--- config.mk ---
export PLATFORM = sky130hd
export DESIGN_NAME = const_recip_div
export DESIGN_NICKNAME = d
export VERILOG_FILES = /design/src/rtl/cdiv_pkg.sv /design/src/rtl/cdiv_mul_stage.sv /design/src/rtl/cdiv_fix_stage.sv /design/src/rtl/const_recip_div.sv
export SDC_FILE = /design/constraint.sdc
export NUM_CORES = 2
export LEC_CHECK = 0
export ABC_AREA = 1
export BUFFER_PORTS_ARGS = -buffer_cell sky130_fd_sc_hd__clkbuf_2
export CAP_MARGIN = 5
export CORE_ASPECT_RATIO = 0.9
export CORE_MARGIN = 2
export CORE_UTILIZATION = 60
export DETAILED_ROUTE_END_ITERATION = 12
export PLACE_DENSITY = 0.76
export SLEW_MARGIN = 20
export SYNTH_ARGS = -nofsm -noshare
export SYNTH_HDL_FRONTEND = slang
export SYNTH_HIERARCHICAL = 1
export SYNTH_SLANG_ARGS = --single-unit
export TNS_END_PERCENT = 20
--- constraint.sdc ---
create_clock -name clk -period 7.36 [get_ports clk]
set_input_delay 0.736 -clock clk [delete_from_list [all_inputs] [get_ports clk]]
set_output_delay 0.736 -clock clk [all_outputs]
set_load 0.01 [all_outputs]
--- src/rtl/cdiv_pkg.sv ---
package cdiv_pkg;

  // Datapath variant chosen at elaboration from the divisor value.
  typedef enum logic [1:0] {
    CDIV_SHIFT  = 2'd0,  // divisor is a power of two
    CDIV_CMP    = 2'd1,  // divisor above half of the dividend range
    CDIV_MUL    = 2'd2,  // reciprocal fits in W bits
    CDIV_MULFIX = 2'd3   // reciprocal needs W+1 bits, corrected product
  } cdiv_mode_e;

endpackage

--- src/rtl/cdiv_mul_stage.sv ---
module cdiv_mul_stage #(
  parameter int           W       = 64,
  parameter logic [W-1:0] MAGIC   = '0,
  parameter bit           USE_MUL = 1'b1
) (
  input  logic         clk,
  input  logic         rst,
  input  logic         in_v,
  input  logic [W-1:0] in_n,
  output logic         s2_v,
  output logic [W-1:0] s2_n,
  output logic [W-1:0] s2_hi
);

  localparam int PW = 2 * W;

  logic         s1_v;
  logic [W-1:0] s1_n;
  logic [W-1:0] hi_next;

  // Stage 1: capture the dividend.
  always_ff @(posedge clk) begin
    if (rst) begin
      s1_v <= 1'b0;
      s1_n <= '0;
    end else begin
      s1_v <= in_v;
      s1_n <= in_v ? in_n : '0;
    end
  end

  // Upper half of dividend times reciprocal, only where a variant needs it.
  generate
    if (USE_MUL) begin : g_mul
      always_comb begin
        hi_next = W'(({{W{1'b0}}, s1_n} * {{W{1'b0}}, MAGIC}) >> W);
      end
    end else begin : g_nomul
      always_comb begin
        hi_next = '0;
      end
    end
  endgenerate

  // Stage 2: register the high product together with the dividend.
  always_ff @(posedge clk) begin
    if (rst) begin
      s2_v  <= 1'b0;
      s2_n  <= '0;
      s2_hi <= '0;
    end else begin
      s2_v  <= s1_v;
      s2_n  <= s1_n;
      s2_hi <= hi_next;
    end
  end

  // the high half never exceeds the dividend (reciprocal below one).
  hi_le_dividend_chk: assert property (@(posedge clk) disable iff (rst)
    s2_v |-> (s2_hi <= s2_n))
    else $error("high product exceeds dividend");

  localparam int UNUSED_PW = PW;

endmodule

--- src/rtl/cdiv_fix_stage.sv ---
module cdiv_fix_stage
  import cdiv_pkg::*;
#(
  parameter int           W       = 64,
  parameter logic [W-1:0] DIVISOR = 7,
  parameter cdiv_mode_e   MODE    = CDIV_MUL,
  parameter int           POST    = 0,
  parameter bit           HAS_REM = 1'b1
) (
  input  logic         clk,
  input  logic         rst,
  input  logic         s_v,
  input  logic [W-1:0] s_n,
  input  logic [W-1:0] s_hi,
  output logic         out_v,
  output logic [W-1:0] out_q,
  output logic [W-1:0] out_r
);

  localparam int FIXSH = (POST > 0) ? POST - 1 : 0;

  logic [W-1:0] q_next;
  logic [W-1:0] r_next;
  logic [W-1:0] half_gap;

  always_comb begin
    // Subtract-then-halve keeps the sum inside W bits.
    half_gap = (s_n - s_hi) >> 1;
    unique case (MODE)
      CDIV_SHIFT:  q_next = s_n >> POST;
      CDIV_CMP:    q_next = (s_n >= DIVISOR) ? W'(1) : '0;
      CDIV_MUL:    q_next = s_hi >> POST;
      CDIV_MULFIX: q_next = (s_hi + half_gap) >> FIXSH;
      default:     q_next = '0;
    endcase
  end

  generate
    if (HAS_REM) begin : g_rem
      always_comb begin
        r_next = s_n - W'(q_next * DIVISOR);
      end
    end else begin : g_norem
      always_comb begin
        r_next = '0;
      end
    end
  endgenerate

  always_ff @(posedge clk) begin
    if (rst) begin
      out_v <= 1'b0;
      out_q <= '0;
      out_r <= '0;
    end else begin
      out_v <= s_v;
      out_q <= s_v ? q_next : '0;
      out_r <= s_v ? r_next : '0;
    end
  end

  // Wide products used only by the checks below.
  logic [2*W-1:0] qd_wide;
  logic [2*W-1:0] n_wide;
  logic [2*W-1:0] d_wide;
  always_comb begin
    qd_wide = {{W{1'b0}}, q_next} * {{W{1'b0}}, DIVISOR};
    n_wide  = {{W{1'b0}}, s_n};
    d_wide  = {{W{1'b0}}, DIVISOR};
  end


  exact_quot_chk: assert property (@(posedge clk) disable iff (rst)
    s_v |-> ((qd_wide <= n_wide) && ((n_wide - qd_wide) < d_wide)))
    else $error("quotient not exact");


  cmp_range_chk: assert property (@(posedge clk) disable iff (rst)
    (out_v && (MODE == CDIV_CMP)) |-> (out_q <= W'(1)))
    else $error("compare variant out of range");


  rem_below_div_chk: assert property (@(posedge clk) disable iff (rst)
    (out_v && HAS_REM) |-> (out_r < DIVISOR))
    else $error("remainder not below divisor");

endmodule

--- src/rtl/const_recip_div.sv ---
module const_recip_div
  import cdiv_pkg::*;
#(
  parameter int           W       = 64,
  parameter logic [W-1:0] DIVISOR = 7,
  parameter bit           HAS_REM = 1'b1
) (
  input  logic         clk,
  input  logic         rst,
  input  logic         in_valid,
  input  logic [W-1:0] in_dividend,
  output logic         out_valid,
  output logic [W-1:0] out_quotient,
  output logic [W-1:0] out_remainder
);

  localparam int XW     = 2 * W + 2;
  localparam int LOGD   = $clog2(DIVISOR);
  localparam bit IS_POW2 = ((DIVISOR & (DIVISOR - W'(1))) == '0);
  localparam bit IS_BIG  = (DIVISOR > (W'(1) << (W - 1)));

  // Reciprocal search: start from ceil(log2 d) and drop shift bits while
  // the low and high bounds still differ after halving.
  function automatic logic [XW-1:0] recip_search(input bit want_shift);
    logic [XW-1:0] lo;
    logic [XW-1:0] hi;
    int            sh;
    lo = (XW'(1) << (W + LOGD)) / XW'(DIVISOR);
    hi = ((XW'(1) << (W + LOGD)) + (XW'(1) << LOGD)) / XW'(DIVISOR);
    sh = LOGD;
    while (((lo >> 1) < (hi >> 1)) && (sh > 0)) begin
      lo = lo >> 1;
      hi = hi >> 1;
      sh = sh - 1;
    end
    return want_shift ? XW'(unsigned'(sh)) : hi;
  endfunction

  localparam logic [XW-1:0] M_FULL  = recip_search(1'b0);
  localparam logic [XW-1:0] M_SHIFT = recip_search(1'b1);

  localparam cdiv_mode_e MODE =
    IS_POW2 ? CDIV_SHIFT :
    IS_BIG  ? CDIV_CMP   :
    (M_FULL >= (XW'(1) << W)) ? CDIV_MULFIX : CDIV_MUL;

  localparam int POST = IS_POW2 ? LOGD : (IS_BIG ? 0 : int'(M_SHIFT[15:0]));
  localparam bit USE_MUL = (MODE == CDIV_MUL) || (MODE == CDIV_MULFIX);
  localparam logic [W-1:0] MAGIC = USE_MUL ? M_FULL[W-1:0] : '0;

  logic         s2_v;
  logic [W-1:0] s2_n;
  logic [W-1:0] s2_hi;

  cdiv_mul_stage #(
    .W      (W),
    .MAGIC  (MAGIC),
    .USE_MUL(USE_MUL)
  ) u_mul (
    .clk  (clk),
    .rst  (rst),
    .in_v (in_valid),
    .in_n (in_dividend),
    .s2_v (s2_v),
    .s2_n (s2_n),
    .s2_hi(s2_hi)
  );

  cdiv_fix_stage #(
    .W      (W),
    .DIVISOR(DIVISOR),
    .MODE   (MODE),
    .POST   (POST),
    .HAS_REM(HAS_REM)
  ) u_fix (
    .clk  (clk),
    .rst  (rst),
    .s_v  (s2_v),
    .s_n  (s2_n),
    .s_hi (s2_hi),
    .out_v(out_valid),
    .out_q(out_quotient),
    .out_r(out_remainder)
  );


  valid_latency_chk: assert property (@(posedge clk) disable iff (rst)
    out_valid |-> $past(in_valid, 3))
    else $error("result without a dividend three edges earlier");

endmodule

==> impl_metrics.json <==
{
  "run_status": "finished with violations",
  "violations": "DRC, setup timing",
  "coreArea_sq_um": 119200,
  "overflow": 0,
  "cts_tree": "yes",
  "syn_area_sq_um": 72250,
  "drc": 1,
  "drtIter0Drc": 10240,
  "antenna_found_initial": 22,
  "drt-pass1-iter-count": 12,
  "place_congestion": 1.218,
  "reg2reg_depth": 32,
  "reg2reg_from": "u_mul/s1_n[39]",
  "avgSynthCellArea_sq_um": 7.577,
  "critPathKind": "flop to flop",
  "place_ws_ps": -494.3,
  "dpl.hpwl_microns": 282600,
  "yosys_warnings": 6,
  "clkTransAtPathRegs_ps": 60,
  "crit_fanout": 5,
  "async_reset_ff_share_pct": 0,
  "clock.fmax_mhz": 134.3,
  "crit_buf_inv": 12,
  "r2r_end": "u_mul/s2_hi[27]",
  "finalCriticalPeriod_ps": 7444,
  "synth_seq_cells": 319,
  "final_nets": 13110,
  "setup_ws_ps": -84.34,
  "ys_top_cells_by_area": "fa_1, ha_1, inv_1",
  "synth_top_area_share_pct": 32.25,
  "grt.total_usage_pct": 52.30,
  "hold_class": "primary input to flop",
  "syn_inst": 9535,
  "reg2reg_slack_ps": -80,
  "slowest_delay_ps": 600,
  "fin_util_pct": 73.25,
  "die_y_microns": 333.2,
  "worstMarginPinSlew_ps": 973.1,
  "multi_input_area_sq_um": 56680,
  "ant_nets": 0,
  "synth_largest_area_cell": "fa_1",
  "worstSetupEndpoint": "u_mul/s2_hi[27]",
  "vias": 72530,
  "rsz0062_at_grt": "true",
  "synth_ff_type": "dfxtp_1",
  "crit_arrival_ps": 7960,
  "grt_max_degree": 70,
  "drive_above_1_share_pct": 19.26,
  "fin_crit_sh_pct": 101.1,
  "clockBufferDepth": 3,
  "drv_cap": 0,
  "hold_viol": 0,
  "synth_edf_count": 0,
  "grt_pass1_vias": 72590,
  "cts_max_level": 2,
  "die-area_sq_um": 123200,
  "io_buffers": 193,
  "start_util_pct": 60.60,
  "cts_made_buffers": 39,
  "cts-root-buf": "clkbuf_16",
  "worstSetupStartpointType": "flop",
  "cts-hold-fix-buffers": 0,
  "setup_violations": 8,
  "yosys.cell_types.count": 53,
  "row_count": 120,
  "register_area_sq_um": 6441,
  "crit_path_start": "u_mul/s1_n[39]",
  "clock-sinks": 319,
  "cp.depth": 32,
  "grt_first_pass_wirelength_microns": 463100,
  "die_w_microns": 369.8,
  "cpLargestDelayFamily": "adder cells",
  "crit_required_ps": 7880,
  "end_kind": "flop",
  "critPathSlowestCell": "fa_2",
  "wire_per_inst_microns": 25.92,
  "via_per_inst": 5.790,
  "crit_top_cell": "nand2_1",
  "slew_headroom_pct": 35.13,
  "clk_latency_ps": 650,
  "maxSlewViolCount": 0,
  "clock_skew_ps": 29.64,
  "synthToLayoutAreaGrowth_pct": 20.87,
  "ios": 196,
  "routed_wl_microns": 324700,
  "num-fill-cells": 9333,
  "ys_seq_area_share_pct": 8.839
}
-- worst min-delay path by stage --
stage,slack [ps],start,to,depth (start not counted)
4_1_cts,250,in_dividend[39],u_mul/s1_n[39],3
2_1_floorplan,390,u_mul/s1_v,u_mul/s2_v,2
3_3_place_gp,400,u_mul/s1_v,u_mul/s2_v,2
3_5_place_dp,410,u_mul/s1_v,u_mul/s2_v,2
6_report,280,in_dividend[37],u_mul/s1_n[37],3
5_1_grt,290,in_dividend[59],u_mul/s1_n[59],3
-- layout by cell type (no fill, tap or decap), types with 8 or more instances in the layout --
master        n
clkinv_2      8
nand4_1      31
xnor2_1      64
nor2_1      847
ha_4         13
buf_12       26
o21ai_0     257
nor2_2      140
nand2_2      83
or2_2        19
nor2_4       36
and2_1        8
inv_2        78
clkbuf_16    40
o21a_1       35
a31oi_1      31
xor2_2        9
a21o_1       48
a21oi_1     497
o21bai_1     33
nor3_1       43
a21boi_1     17
fa_1       1139
o21ai_2      25
dfxtp_1     287
nand3_2      20
o21ai_1      55
ha_2         25
inv_1      2792
a21oi_2      82
fa_2         25
nand2_1    1385
buf_4      1140
buf_6         8
xor2_1       75
nand3_1     200
dfxtp_2      26
clkbuf_2    193
nor3_2       27
ha_1        934
-- worst register-to-register path: cells and delay by family (launching register included) --
kind | cells | cell delay (ps)
adder cells (fa/ha/maj) | 9 | 4090
buffers and inverters | 12 | 1560
AND/OR/NAND/NOR | 11 | 1120
flip-flops | 1 | 540
-- logic make-up after synthesis --
family          share of synthesized area (%)
other cells                           0.01039
flops                                   8.839
fa+ha+maj                               49.09
buf+inv                                 15.17
simple gates                            16.52
compound gates                          8.532
xor+xnor                                1.843
-- layer usage --
metal	wire [microns]	GRT usage [%]
met5	651	1.962
met2	116900	66.79
met3	63270	29.97
met4	22070	26.47
met1	121900	69.09
-- timing repair --
action | 4_1_cts | 5_1_grt
endpoints found under the setup margin | 58 | 106
endpoints found under the hold margin | 0 | 0
setup buffers | 0 | 24
resized for setup | 43 | 536
pin swaps | 2 | 51
-- state kept, by name, summed over array words and instances, names as in the netlist --
name,flops
u_fix/out_q,62
u_fix/out_r,64
u_fix/out_v,1
u_mul/s1_n,64
u_mul/s1_v,1
u_mul/s2_hi,62
u_mul/s2_n,64
u_mul/s2_v,1
-- stage by stage --
stage	setup TNS (ps)	hold slack [ps]	cells	area, sq um
3_5_place_dp	-7209	409.7	12430	83970
4_1_cts	-140.9	254.1	12500	85370
3_3_place_gp	-5941	402.0	12430	83970
6_report	-320.1	275.8	12530	87330
5_1_grt	-1644	290.6	12520	87310
2_1_floorplan	0	388.3	9537	72260
-- synth_stat cells (7+ instances only) --
cell type  number
inv_1        2813
nand2_1      1423
fa_1         1164
ha_1          972
nor2_1        957
a21oi_1       579
o21ai_0       328
dfxtp_1       319
nand3_1       216
xor2_1         84
xnor2_1        68
nor2_2         60
inv_2          58
nor3_1         52
nand2_2        50
a21o_1         48
o21bai_1       38
a31oi_1        37
o21a_1         35
nand4_1        31
clkbuf_1       25
nor3_2         20
or2_2          19
a21boi_1       14
o21ai_1        13
nand3_2        11
nor4_1         11
a21boi_0       10
and2_1          8
nand3b_1        7
-- final cells by class --
| class | count | share of cell area (%) |
|---|---|---|
| multi-input combinational | 6305 | 64.90 |
| inverter | 2872 | 12.35 |
| antenna | 6 | 0.01719 |
| timing repair buffer | 1367 | 11.61 |
| clock buffer | 47 | 1.234 |
| clock inverter | 23 | 0.2450 |
| sequential | 319 | 7.376 |
| tap | 1586 | 2.272 |
Power is not shown: default switching activity piles up to over one toggle a cycle in this logic, so the estimate is an artifact.
